[src/rtl/grf_pkg.sv]
package grf_pkg;

  localparam int unsigned LANES = 4;

  typedef enum logic [1:0] {
    VIEW_LO8 = 2'b00,
    VIEW_HI8 = 2'b01,
    VIEW_W16 = 2'b10,
    VIEW_W32 = 2'b11
  } view_e;

endpackage

[src/rtl/grf_lane_mask.sv]
module grf_lane_mask
  import grf_pkg::*;
#(
  parameter int unsigned LANE_W = 8,
  localparam int unsigned WORD_W = LANES * LANE_W
) (
  input  view_e             view,
  input  logic [WORD_W-1:0] din,
  output logic [LANES-1:0]  lane_en,
  output logic [WORD_W-1:0] lane_data
);

  // Byte-lane enables per view, and data steered into the lanes.
  always_comb begin
    lane_en   = '0;
    lane_data = din;
    unique case (view)
      VIEW_LO8: lane_en = 4'b0001;
      VIEW_HI8: begin
        lane_en                     = 4'b0010;
        lane_data[2*LANE_W-1:LANE_W] = din[LANE_W-1:0];
      end
      VIEW_W16: lane_en = 4'b0011;
      VIEW_W32: lane_en = 4'b1111;
      default:  lane_en = '0;
    endcase
  end

endmodule

[src/rtl/grf_word.sv]
module grf_word
  import grf_pkg::*;
#(
  parameter int unsigned LANE_W = 8,
  localparam int unsigned WORD_W = LANES * LANE_W
) (
  input  logic              clk,
  input  logic              rst_n,
  input  logic              sel,
  input  logic [LANES-1:0]  lane_en,
  input  logic [WORD_W-1:0] lane_data,
  output logic [WORD_W-1:0] q
);

  for (genvar l = 0; l < LANES; l++) begin : g_lane
    logic              ce;
    logic [LANE_W-1:0] d_nxt;
    logic [LANE_W-1:0] q_r;

    always_comb begin
      ce    = sel & lane_en[l];
      d_nxt = lane_data[l*LANE_W +: LANE_W];
    end

    always_ff @(posedge clk or negedge rst_n) begin
      if (!rst_n) begin
        q_r <= '0;
      end else if (ce) begin
        q_r <= d_nxt;
      end
    end

    assign q[l*LANE_W +: LANE_W] = q_r;
  end

endmodule

[src/rtl/grf_read_view.sv]
module grf_read_view
  import grf_pkg::*;
#(
  parameter int unsigned LANE_W = 8,
  localparam int unsigned WORD_W = LANES * LANE_W
) (
  input  logic [WORD_W-1:0] word,
  input  view_e             view,
  output logic [WORD_W-1:0] rdata
);

  always_comb begin
    rdata = '0;
    unique case (view)
      VIEW_LO8: rdata[LANE_W-1:0]   = word[LANE_W-1:0];
      VIEW_HI8: rdata[LANE_W-1:0]   = word[2*LANE_W-1:LANE_W];
      VIEW_W16: rdata[2*LANE_W-1:0] = word[2*LANE_W-1:0];
      VIEW_W32: rdata               = word;
      default:  rdata               = '0;
    endcase
  end

endmodule

[src/rtl/grf_alias_file.sv]
module grf_alias_file
  import grf_pkg::*;
#(
  parameter int unsigned NUM_REGS = 4,
  parameter int unsigned LANE_W   = 8,
  localparam int unsigned WORD_W  = LANES * LANE_W,
  localparam int unsigned IDX_W   = (NUM_REGS > 1) ? $clog2(NUM_REGS) : 1
) (
  input  logic              clk,
  input  logic              rst_n,
  input  logic              wr_en,
  input  logic [IDX_W-1:0]  wr_idx,
  input  logic [1:0]        wr_view,
  input  logic [WORD_W-1:0] wr_data,
  input  logic [IDX_W-1:0]  ra_idx,
  input  logic [1:0]        ra_view,
  output logic [WORD_W-1:0] ra_data,
  input  logic [IDX_W-1:0]  rb_idx,
  input  logic [1:0]        rb_view,
  output logic [WORD_W-1:0] rb_data
);

  logic [LANES-1:0]  lane_en;
  logic [WORD_W-1:0] lane_data;
  logic [WORD_W-1:0] words [NUM_REGS];
  logic [WORD_W-1:0] ra_word;
  logic [WORD_W-1:0] rb_word;

  grf_lane_mask #(.LANE_W(LANE_W)) u_mask (
    .view      (view_e'(wr_view)),
    .din       (wr_data),
    .lane_en   (lane_en),
    .lane_data (lane_data)
  );

  for (genvar r = 0; r < NUM_REGS; r++) begin : g_reg
    logic sel;
    assign sel = wr_en && (wr_idx == IDX_W'(r));

    grf_word #(.LANE_W(LANE_W)) u_word (
      .clk       (clk),
      .rst_n     (rst_n),
      .sel       (sel),
      .lane_en   (lane_en),
      .lane_data (lane_data),
      .q         (words[r])
    );
  end

  always_comb begin
    ra_word = words[ra_idx];
    rb_word = words[rb_idx];
  end

  grf_read_view #(.LANE_W(LANE_W)) u_view_a (
    .word  (ra_word),
    .view  (view_e'(ra_view)),
    .rdata (ra_data)
  );

  grf_read_view #(.LANE_W(LANE_W)) u_view_b (
    .word  (rb_word),
    .view  (view_e'(rb_view)),
    .rdata (rb_data)
  );

endmodule

[config.mk]
export PLATFORM = sky130hd
export DESIGN_NAME = grf_alias_file
export DESIGN_NICKNAME = d
export VERILOG_FILES = /design/src/rtl/grf_pkg.sv /design/src/rtl/grf_lane_mask.sv /design/src/rtl/grf_word.sv /design/src/rtl/grf_read_view.sv /design/src/rtl/grf_alias_file.sv
export SDC_FILE = /design/constraint.sdc
export NUM_CORES = 1
export LEC_CHECK = 0
export CAP_MARGIN = 0
export CORE_ASPECT_RATIO = 1.75
export CORE_MARGIN = 4
export CORE_UTILIZATION = 30
export CTS_CLUSTER_DIAMETER = 30
export DETAILED_ROUTE_END_ITERATION = 7
export MAX_ROUTING_LAYER = met4
export PLACE_DENSITY = 0.58
export SYNTH_ARGS = -nofsm -noshare
export SYNTH_HDL_FRONTEND = slang
export SYNTH_SLANG_ARGS = --single-unit
[constraint.sdc]
create_clock -name clk -period 2.69 [get_ports clk]
set_input_delay 0.807 -clock clk [delete_from_list [all_inputs] [get_ports clk]]
set_output_delay 0.807 -clock clk [all_outputs]
set_load 0.02 [all_outputs]
==> results of run 1 <==
-- metrics by stage --
step / worst slack, ns / TNS [ns] / total power, mW / hold WS, ns / util (%)
after global placement: -0.810 / -39.29 / 4.74 / 0.501 / 39.6
final: -0.134 / -1.66 / 7.30 / 0.282 / 45.6
after floorplan: -0.0401 / -0.0749 / 4.02 / 0.492 / -
after CTS: -0.151 / -1.55 / 7.29 / 0.267 / 44.7
after global routing: -0.162 / -2.65 / 7.66 / 0.280 / 45.6
after detailed placement: -0.823 / -39.90 / 4.86 / 0.514 / 39.6
-- how the worst max path moves through the flow --
stage	slack (ns)	endpoint	cells after the start
after floorplan	-0.04	rb_data[1]	5
after global placement	-0.81	rb_data[2]	6
after detailed placement	-0.82	rb_data[1]	6
after CTS	-0.15	rb_data[5]	7
after global routing	-0.16	rb_data[5]	7
final	-0.13	rb_data[5]	7
-- metal layers --
| layer | up-vias | GRT usage, % | wire, µm |
|---|---|---|---|
| li1 | 2298 | - | - |
| met1 | 2708 | 19.9 | 8760 |
| met2 | 144 | 32.2 | 12400 |
| met3 | 30 | 3.47 | 728 |
| met4 | 0 | 5.65 | 405 |
| met5 | - | - | 0 |
-- power by group --
part           switching (mW)  internal (mW)
Combinational           0.971           1.38
Sequential              0.331           2.37
Clock                   0.869           1.38
-- layout by cell type (no fill, tap or decap), drive strengths merged --
cell type and instances:
or2 2, nor2b 15, and2 2, and3 32
o221ai 16, mux2i 44, or3b 1, buf 145
nand3 17, dfrtp 128, nand3b 2, clkdlybuf4s15 1
clkdlybuf4s50 37, mux2 166, inv 3, dlygate4sd2 1
bufinv 2, clkbuf 20, mux4 34, nand2b 4
nand2 1, nor2 11, clkinv 7, clkinvlp 4
-- layout make-up --
cell class | instances | area (µm²) | share of cell area, %
timing repair buffer | 186 | 2200 | 20.6
inverter | 2 | 7.51 | 0.0702
clock inverter | 14 | 141 | 1.32
clock buffer | 18 | 439 | 4.11
multi-input combinational | 347 | 4320 | 40.4
tap | 304 | 380 | 3.56
sequential | 128 | 3200 | 30.0
-- cell families after synthesis --
kind of cell,synth area share [%]
flops,44.7
simple gates,7.40
mux,43.3
buf+inv,2.60
compound gates,1.96
-- repair_timing --
action / CTS / global route
pin swaps: 17 / 7
buffers inserted: 17 / 8
cloned: 6 / 0
endpoints found under the setup margin: 64 / 52
gates resized for setup: 441 / 56
==> impl_metrics.csv, run 1 <==
group,metric,value,unit
outcome,outcome,"finished with violations",
outcome,violations,"setup timing",
timing,period_needed,2.82,ns
synth,syn_inst,514,
placement,placed_cell_area,9280,µm²
drt,drtIter0Drc,275,
drt,drc,0,
synth,yosys_register_bits,128,
pwr,leakagePower,4.56,nW
timing,finalSetupViolCount,32,
global_route,grt_pass1_wl,35.3,mm
floorplan,rows,74,
hold_path,hold_path.class,"input port to async pin",
timing,setup_ws,-0.134,ns
timing,fmax,354,MHz
global_route,grt_max_degree,57,
drt,vias,5180,
global_route,antenna_found_initial,0,
floorplan,die_area,26500,µm²
floorplan,floorplan.die.width,125,µm
setup_path,crit_family,"buffers and inverters",
setup_path,r2r_slack,1.89,ns
floorplan,die_y,212,µm
setup_path,reg2reg_from,"g_reg[1].u_word.g_lane[1].q_r[4]",
timing,tightest_slew,0.368,ns
synth,synth_top_area_share,44.7,%
floorplan,fp.coreArea,23400,µm²
placement,place_congestion,0.802,
setup_path,critPathLaunch,"rb_idx[0]",
synth,synth_edf_count,0,
global_route,overflow,0,
clock_network,clkTransAtPathRegs,0.06,ns
setup_path,arrival,2.02,ns
synth,synth_area_leaders,"dfrtp_1 (45%), mux2_2 (25%), mux4_2 (11%)",
clock_network,cts_hold_buffers,0,
timing,slew_headroom,75.4,%
clock_network,cts_sinks,128,
drt,wl_per_cell,22.3,µm
layout,reg_top3,"g.u_word.g_lane.q_r: 128 flops",
floorplan,start_util,30.6,%
global_route,grt_pass1_vias,5921,
timing,drv_slew,0,
clock_network,cts_root_buf,"clkbuf_16",
layout,num-fill-cells,2126,
setup_path,start_kind,"input port",
synth,yosysTopAreaCell,"dfrtp_1",
clock_network,clk-insertion-delay-late,0.41,ns
layout,nNetsFinal,729,
setup_path,crit_slowest_cell,"mux4_2",
setup_path,r2r_end,"g_reg[1].u_word.g_lane[1].q_r[4]",
placement,dp_cells,938,
placement,portBuffers,110,
setup_path,setup.worst_path.class,"input port to primary output",
flow_run,max-cap-violations,0,
synth,synth-async-reset-ratio,100,%
setup_path,crit_required,1.88,ns
timing,hold_viol_final,0,
synth,yosysMostFrequentCell,"mux2_2",
layout,largest_register_ffs,128,
synth,synth_area_per_cell,13.9,µm²
layout,area_delta_synth_final,49.2,%
timing,fin_crit_sh,105,%
layout,drive_above_1_share,68.8,%
setup_path,reg2regPathDepth,1,
synth,ys_seq_area_share,44.7,%
setup_path,critPathBufInv,5,
clock_network,cts_buffers,17,
setup_path,cp_max_fo,6,
drt,routed_wl,22.3,mm
synth,synth.net_count,561,
layout,num_antenna_cells,0,
setup_path,max_stage_delay,0.54,ns
drt,routed_via_density,5.19,
clock_network,cts_max_level,4,
synth,synthTopCellsByCount,"mux2_2 (158), dfrtp_1 (128), mux2i_1 (44)",
drt,firstDrtPassIters,6,
floorplan,pin_count,111,
clock_network,cts_tree,"done",
setup_path,path_cells,"buf_12 -> buf_12 -> mux4_2 -> buf_6 -> inv_2 -> o221ai_2 -> buf_4",
synth,yosysWarnings,0,
synth,syn_area,7170,µm²
global_route,grt_usage,17.9,%
clock_network,clockBufferDepth,2,
setup_path,path_common_cell,"buf_12",
synth,netlist-cell-type-count,25,
setup_path,crit_path_end_kind,"primary output",
layout,regMostFlops,"g.u_word.g_lane.q_r",
layout,stdcell_count,999,
layout,fin_area,10700,µm²
placement,hpwl,15.5,mm
timing,finalClockSkew,0,ns
timing,rsz0062_at_grt,"yes",
pwr,ir_worst_vdd,354,µV
drt,ant_nets,0,
pwr,power_density,683,nW/µm²
synth,ys.flop_type,"dfrtp_1",
Power figures use the tool's default switching activity.
==> run 2: changes to the inputs <==
--- a/config.mk
+++ b/config.mk
@@ -12,7 +12,7 @@
 export CTS_CLUSTER_DIAMETER = 30
 export DETAILED_ROUTE_END_ITERATION = 7
 export MAX_ROUTING_LAYER = met4
-export PLACE_DENSITY = 0.58
+export PLACE_DENSITY_LB_ADDON = 0.2
 export SYNTH_ARGS = -nofsm -noshare
 export SYNTH_HDL_FRONTEND = slang
 export SYNTH_SLANG_ARGS = --single-unit
==> constraint.sdc (replaced) <==
create_clock -name clk -period 2.7 [get_ports clk]
set_input_delay 0.81 -clock clk [delete_from_list [all_inputs] [get_ports clk]]
set_output_delay 0.81 -clock clk [all_outputs]
set_load 0.02 [all_outputs]
==> impl_metrics.csv, run 2 (synthesis gave the netlist of run 1 again) <==
group,metric,value,unit
layout,layout_common_cells,"mux2_2 (140), dfrtp_1 (128), buf_6 (64)",
clock_network,cts_tree,"done",
timing,rsz0062_at_grt,"yes",
timing,period_needed,2.79,ns
drt,drc,0,
flow_run,max-cap-violations,0,
timing,drv_slew,0,
layout,stdcell_count,994,
timing,tightest_slew,0.560,ns
clock_network,clk-insertion-delay-late,0.41,ns
drt,drtIter0Drc,209,
layout,area_delta_synth_final,48.3,%
layout,reg_top3,"g.u_word.g_lane.q_r: 128 flops",
drt,routed_via_density,5.11,
global_route,grt_pass1_vias,5842,
placement,portBuffers,110,
floorplan,floorplan.die.width,125,µm
drt,routed_wl,22.7,mm
layout,fin_area,10600,µm²
clock_network,cts_max_level,4,
global_route,antenna_found_initial,0,
floorplan,pin_count,111,
placement,dp_cells,940,
hold_path,hold_path.class,"input port to async pin",
setup_path,reg2regPathDepth,1,
clock_network,cts_hold_buffers,0,
setup_path,crit_path_end_kind,"primary output",
clock_network,clkTransAtPathRegs,0.05,ns
layout,regMostFlops,"g.u_word.g_lane.q_r",
placement,hpwl,15.7,mm
clock_network,cts_sinks,128,
setup_path,crit_required,1.89,ns
placement,place_congestion,0.786,
layout,final_core_util,45.4,%
drt,vias,5075,
global_route,grt_max_degree,46,
clock_network,clockBufferDepth,2,
setup_path,setup.worst_path.class,"input port to primary output",
drt,firstDrtPassIters,4,
timing,setup_tns,-1.30,ns
floorplan,start_util,30.6,%
drt,ant_nets,0,
timing,finalClockSkew,0,ns
global_route,grt_pass1_wl,35.4,mm
floorplan,rows,74,
layout,final_common_cell,"mux2_2",
timing,finalSetupViolCount,28,
layout,nNetsFinal,728,
pwr,ir_worst_vdd,299,µV
pwr,power_density,661,nW/µm²
setup_path,start_kind,"input port",
global_route,overflow,0,
timing,setup_ws,-0.0934,ns
timing,hold_viol_final,0,
layout,num_antenna_cells,0,
pwr,leakagePower,4.53,nW
layout,drive_above_1_share,66.7,%
placement,placed_cell_area,9260,µm²
timing,slew_headroom,62.7,%
outcome,violations,"setup timing",
outcome,outcome,"finished with violations",
floorplan,die_y,212,µm
layout,largest_register_ffs,128,
global_route,grt_usage,18.0,%
timing,fin_crit_sh,103,%
floorplan,die_area,26500,µm²
setup_path,cp_max_fo,8,
clock_network,cts_root_buf,"clkbuf_16",
timing,whs,0.380,ns
floorplan,fp.coreArea,23400,µm²
clock_network,cts_buffers,17,
pwr,p_total,7.03,mW
setup_path,arrival,1.98,ns
drt,wl_per_cell,22.8,µm
timing,fmax,358,MHz
placement,place_ws,-0.794,ns
==> run 2: worst max-delay path: stages <==
cell,delay (ns)
buf_12,0.12
buf_12,0.15
mux4_2,0.55
inv_2,0.09
o221ai_2,0.09
buf_2,0.16
==> run 2: repair_timing <==
item,in CTS,in global routing
gates resized for setup,451,41
setup endpoints to repair,64,54
buffers inserted,14,5
cloned,6,1
pin swaps,16,5
==> run 2: cell type report <==
type / count / area, µm²
tap: 304 / 380
timing repair buffer: 185 / 2200
inverter: 2 / 7.51
clock inverter: 1 / 5.00
multi-input combinational: 347 / 4330
sequential: 128 / 3200
clock buffer: 27 / 493
fill: 2123 / 12800
==> run 2: per-layer routing <==
layer  share of wire, %  vias up  global-route usage, %
met1                 40     2651                   19.9
met3                2.6       22                   2.71
met5                  0        -                      -
met2                 56      114                   33.6
met4                1.6        0                   5.01
li1                   -     2288                      -
==> run 2: worst paths after layout <==
path	start	end	slack, ns
setup reg to reg	g_reg[0].u_word.g_lane[0].q_r[3]	g_reg[0].u_word.g_lane[0].q_r[3]	1.90
setup / recovery	rb_idx[0]	rb_data[6]	-0.09
hold / removal	rst_n	g_reg[2].u_word.g_lane[0].q_r[6]	0.38
hold reg to reg	g_reg[2].u_word.g_lane[2].q_r[7]	g_reg[2].u_word.g_lane[2].q_r[7]	0.52
max in group asynchronous	rst_n	g_reg[1].u_word.g_lane[3].q_r[3]	1.65
min in group clk	g_reg[2].u_word.g_lane[2].q_r[7]	g_reg[2].u_word.g_lane[2].q_r[7]	0.52
==> run 2: power breakdown <==
group	internal [mW]	switching, mW	leakage, nW	total (mW)
clock network	1.22	0.772	0.243	2.00
logic	1.37	0.968	2.74	2.34
registers	2.37	0.326	1.55	2.69
total	4.96	2.07	4.53	7.03
==> run 3: changes to the inputs <==
--- a/config.mk
+++ b/config.mk
@@ -8,9 +8,10 @@
 export CAP_MARGIN = 0
 export CORE_ASPECT_RATIO = 1.75
 export CORE_MARGIN = 4
-export CORE_UTILIZATION = 30
+export CORE_UTILIZATION = 64
 export CTS_CLUSTER_DIAMETER = 30
 export DETAILED_ROUTE_END_ITERATION = 7
+export DONT_BUFFER_PORTS = 1
 export MAX_ROUTING_LAYER = met4
 export PLACE_DENSITY_LB_ADDON = 0.2
 export SYNTH_ARGS = -nofsm -noshare
==> impl_metrics.csv, run 3 (synthesis gave the netlist of run 1 again) <==
group,metric,value,unit
clock_network,clockBufferDepth,2,
clock_network,ctsResizeCount,0,
setup_path,crit_required,1.89,ns
timing,tightest_slew,0.661,ns
timing,rsz0062_at_grt,"no",
floorplan,start_util,66.2,%
floorplan,pin_count,111,
drt,firstDrtPassIters,4,
placement,placed_cell_area,7500,µm²
setup_path,r2r_end,"g_reg[0].u_word.g_lane[0].q_r[6]",
global_route,overflow,0,
hold_path,hold_path.class,"input port to async pin",
timing,finalSetupViolCount,0,
setup_path,reg2regPathDepth,1,
drt,wl_per_cell,25.7,µm
pwr,p_total,6.44,mW
clock_network,clk-insertion-delay-late,0.41,ns
global_route,antenna_found_initial,0,
setup_path,setup.worst_path.class,"input port to primary output",
floorplan,rows,50,
timing,hold_viol_final,0,
drt,drc,0,
placement,portBuffers,0,
timing,period_needed,2.50,ns
drt,ant_nets,0,
floorplan,die_area,13000,µm²
layout,num-fill-cells,704,
global_route,grt_max_degree,129,
setup_path,cp_max_fo,40,
layout,final_common_cell,"mux2_2",
setup_path,r2r_slack,1.90,ns
clock_network,cts_tree,"done",
drt,vias,4461,
layout,reg_top3,"g.u_word.g_lane.q_r: 128 flops",
timing,whs,0.0990,ns
timing,fin_crit_sh,92.5,%
floorplan,fp.coreArea,10800,µm²
layout,stdcell_count,659,
placement,dp_cells,628,
setup_path,crit_path_end_kind,"primary output",
clock_network,cts_hold_buffers,0,
drt,routed_via_density,6.77,
placement,hpwl,11.3,mm
outcome,outcome,"complete, no violations",
layout,num_antenna_cells,0,
placement,place_ws,0.213,ns
global_route,grt_pass1_vias,5014,
timing,finalClockSkew,0,ns
global_route,grt_usage,28.6,%
pwr,leakagePower,3.48,nW
flow_run,max-cap-violations,0,
clock_network,cts_sinks,128,
timing,setup_ws,0.204,ns
layout,multiInputGateArea,3970,µm²
clock_network,post-cts-setup-buffer-count,0,
timing,setup_tns,0,ns
layout,area_delta_synth_final,12.5,%
layout,regMostFlops,"g.u_word.g_lane.q_r",
placement,place_congestion,0.842,
clock_network,cts_buffers,17,
timing,drv_slew,0,
setup_path,start_kind,"input port",
pwr,power_density,799,nW/µm²
layout,layout_common_cells,"mux2_2 (158), dfrtp_1 (128), mux2i_1 (44)",
timing,slew_headroom,55.9,%
global_route,grt_pass1_wl,27.2,mm
layout,regArea,3200,µm²
setup_path,reg2reg_from,"g_reg[0].u_word.g_lane[0].q_r[6]",
layout,nNetsFinal,564,
layout,fin_area,8060,µm²
floorplan,die_y,148,µm
layout,largest_register_ffs,128,
setup_path,arrival,1.69,ns
clock_network,cts_root_buf,"clkbuf_16",
clock_network,clkTransAtPathRegs,0.05,ns
pwr,ir_worst_vdd,587,µV
layout,final_core_util,74.5,%
drt,drtIter0Drc,235,
setup_path,critPathLaunch,"rb_idx[0]",
layout,drive_above_1_share,54.3,%
floorplan,floorplan.die.width,88.0,µm
timing,fmax,401,MHz
drt,routed_wl,16.9,mm
clock_network,cts_max_level,4,
[run 3: cell types whose count changed in the layout (fill, tap and decap cells not counted), moves of 14 or more]
cell             change
buf_6               -64
nand3_1             +14
mux2_2              +18
mux2_4              -18
and3_1              +31
clkdlybuf4s50_1     -37
buf_12              -25
and3_4              -31
[run 3: worst max-delay path, stage by stage]
cell	delay, ns
mux4_2	0.50
inv_1	0.09
o221ai_2	0.10
buf_4	0.17
[run 3: worst max path at each step]
stage                       to  slack (ns)
global placement    rb_data[6]        0.23
detailed placement  rb_data[6]        0.21
floorplan           rb_data[1]       -0.04
finish              rb_data[6]        0.20
global route        rb_data[7]        0.16
CTS                 rb_data[6]        0.21
[run 3: layout make-up]
type / count / share of cell area, %
Multi-Input combinational cell: 347 / 49.3
Sequential cell: 128 / 39.7
Clock buffer: 24 / 5.85
Tap cell: 130 / 2.02
Timing Repair Buffer: 21 / 1.96
Clock inverter: 7 / 1.06
Inverter: 2 / 0.0932
[run 3: layer usage]
| metal | track usage (%) | part of all wire, % | vias to the layer above |
|---|---|---|---|
| met5 | - | 0 | - |
| met4 | 10.3 | 2.1 | 0 |
| met3 | 5.86 | 5.7 | 27 |
| met2 | 48.7 | 55 | 156 |
| met1 | 33.0 | 37 | 2319 |
| li1 | - | - | 1959 |
[run 3: power breakdown]
part	switching, mW	internal, mW	leakage, nW
clock	0.774	1.39	0.278
combinational	0.660	0.917	1.65
sequential	0.330	2.37	1.55
total	1.76	4.68	3.48
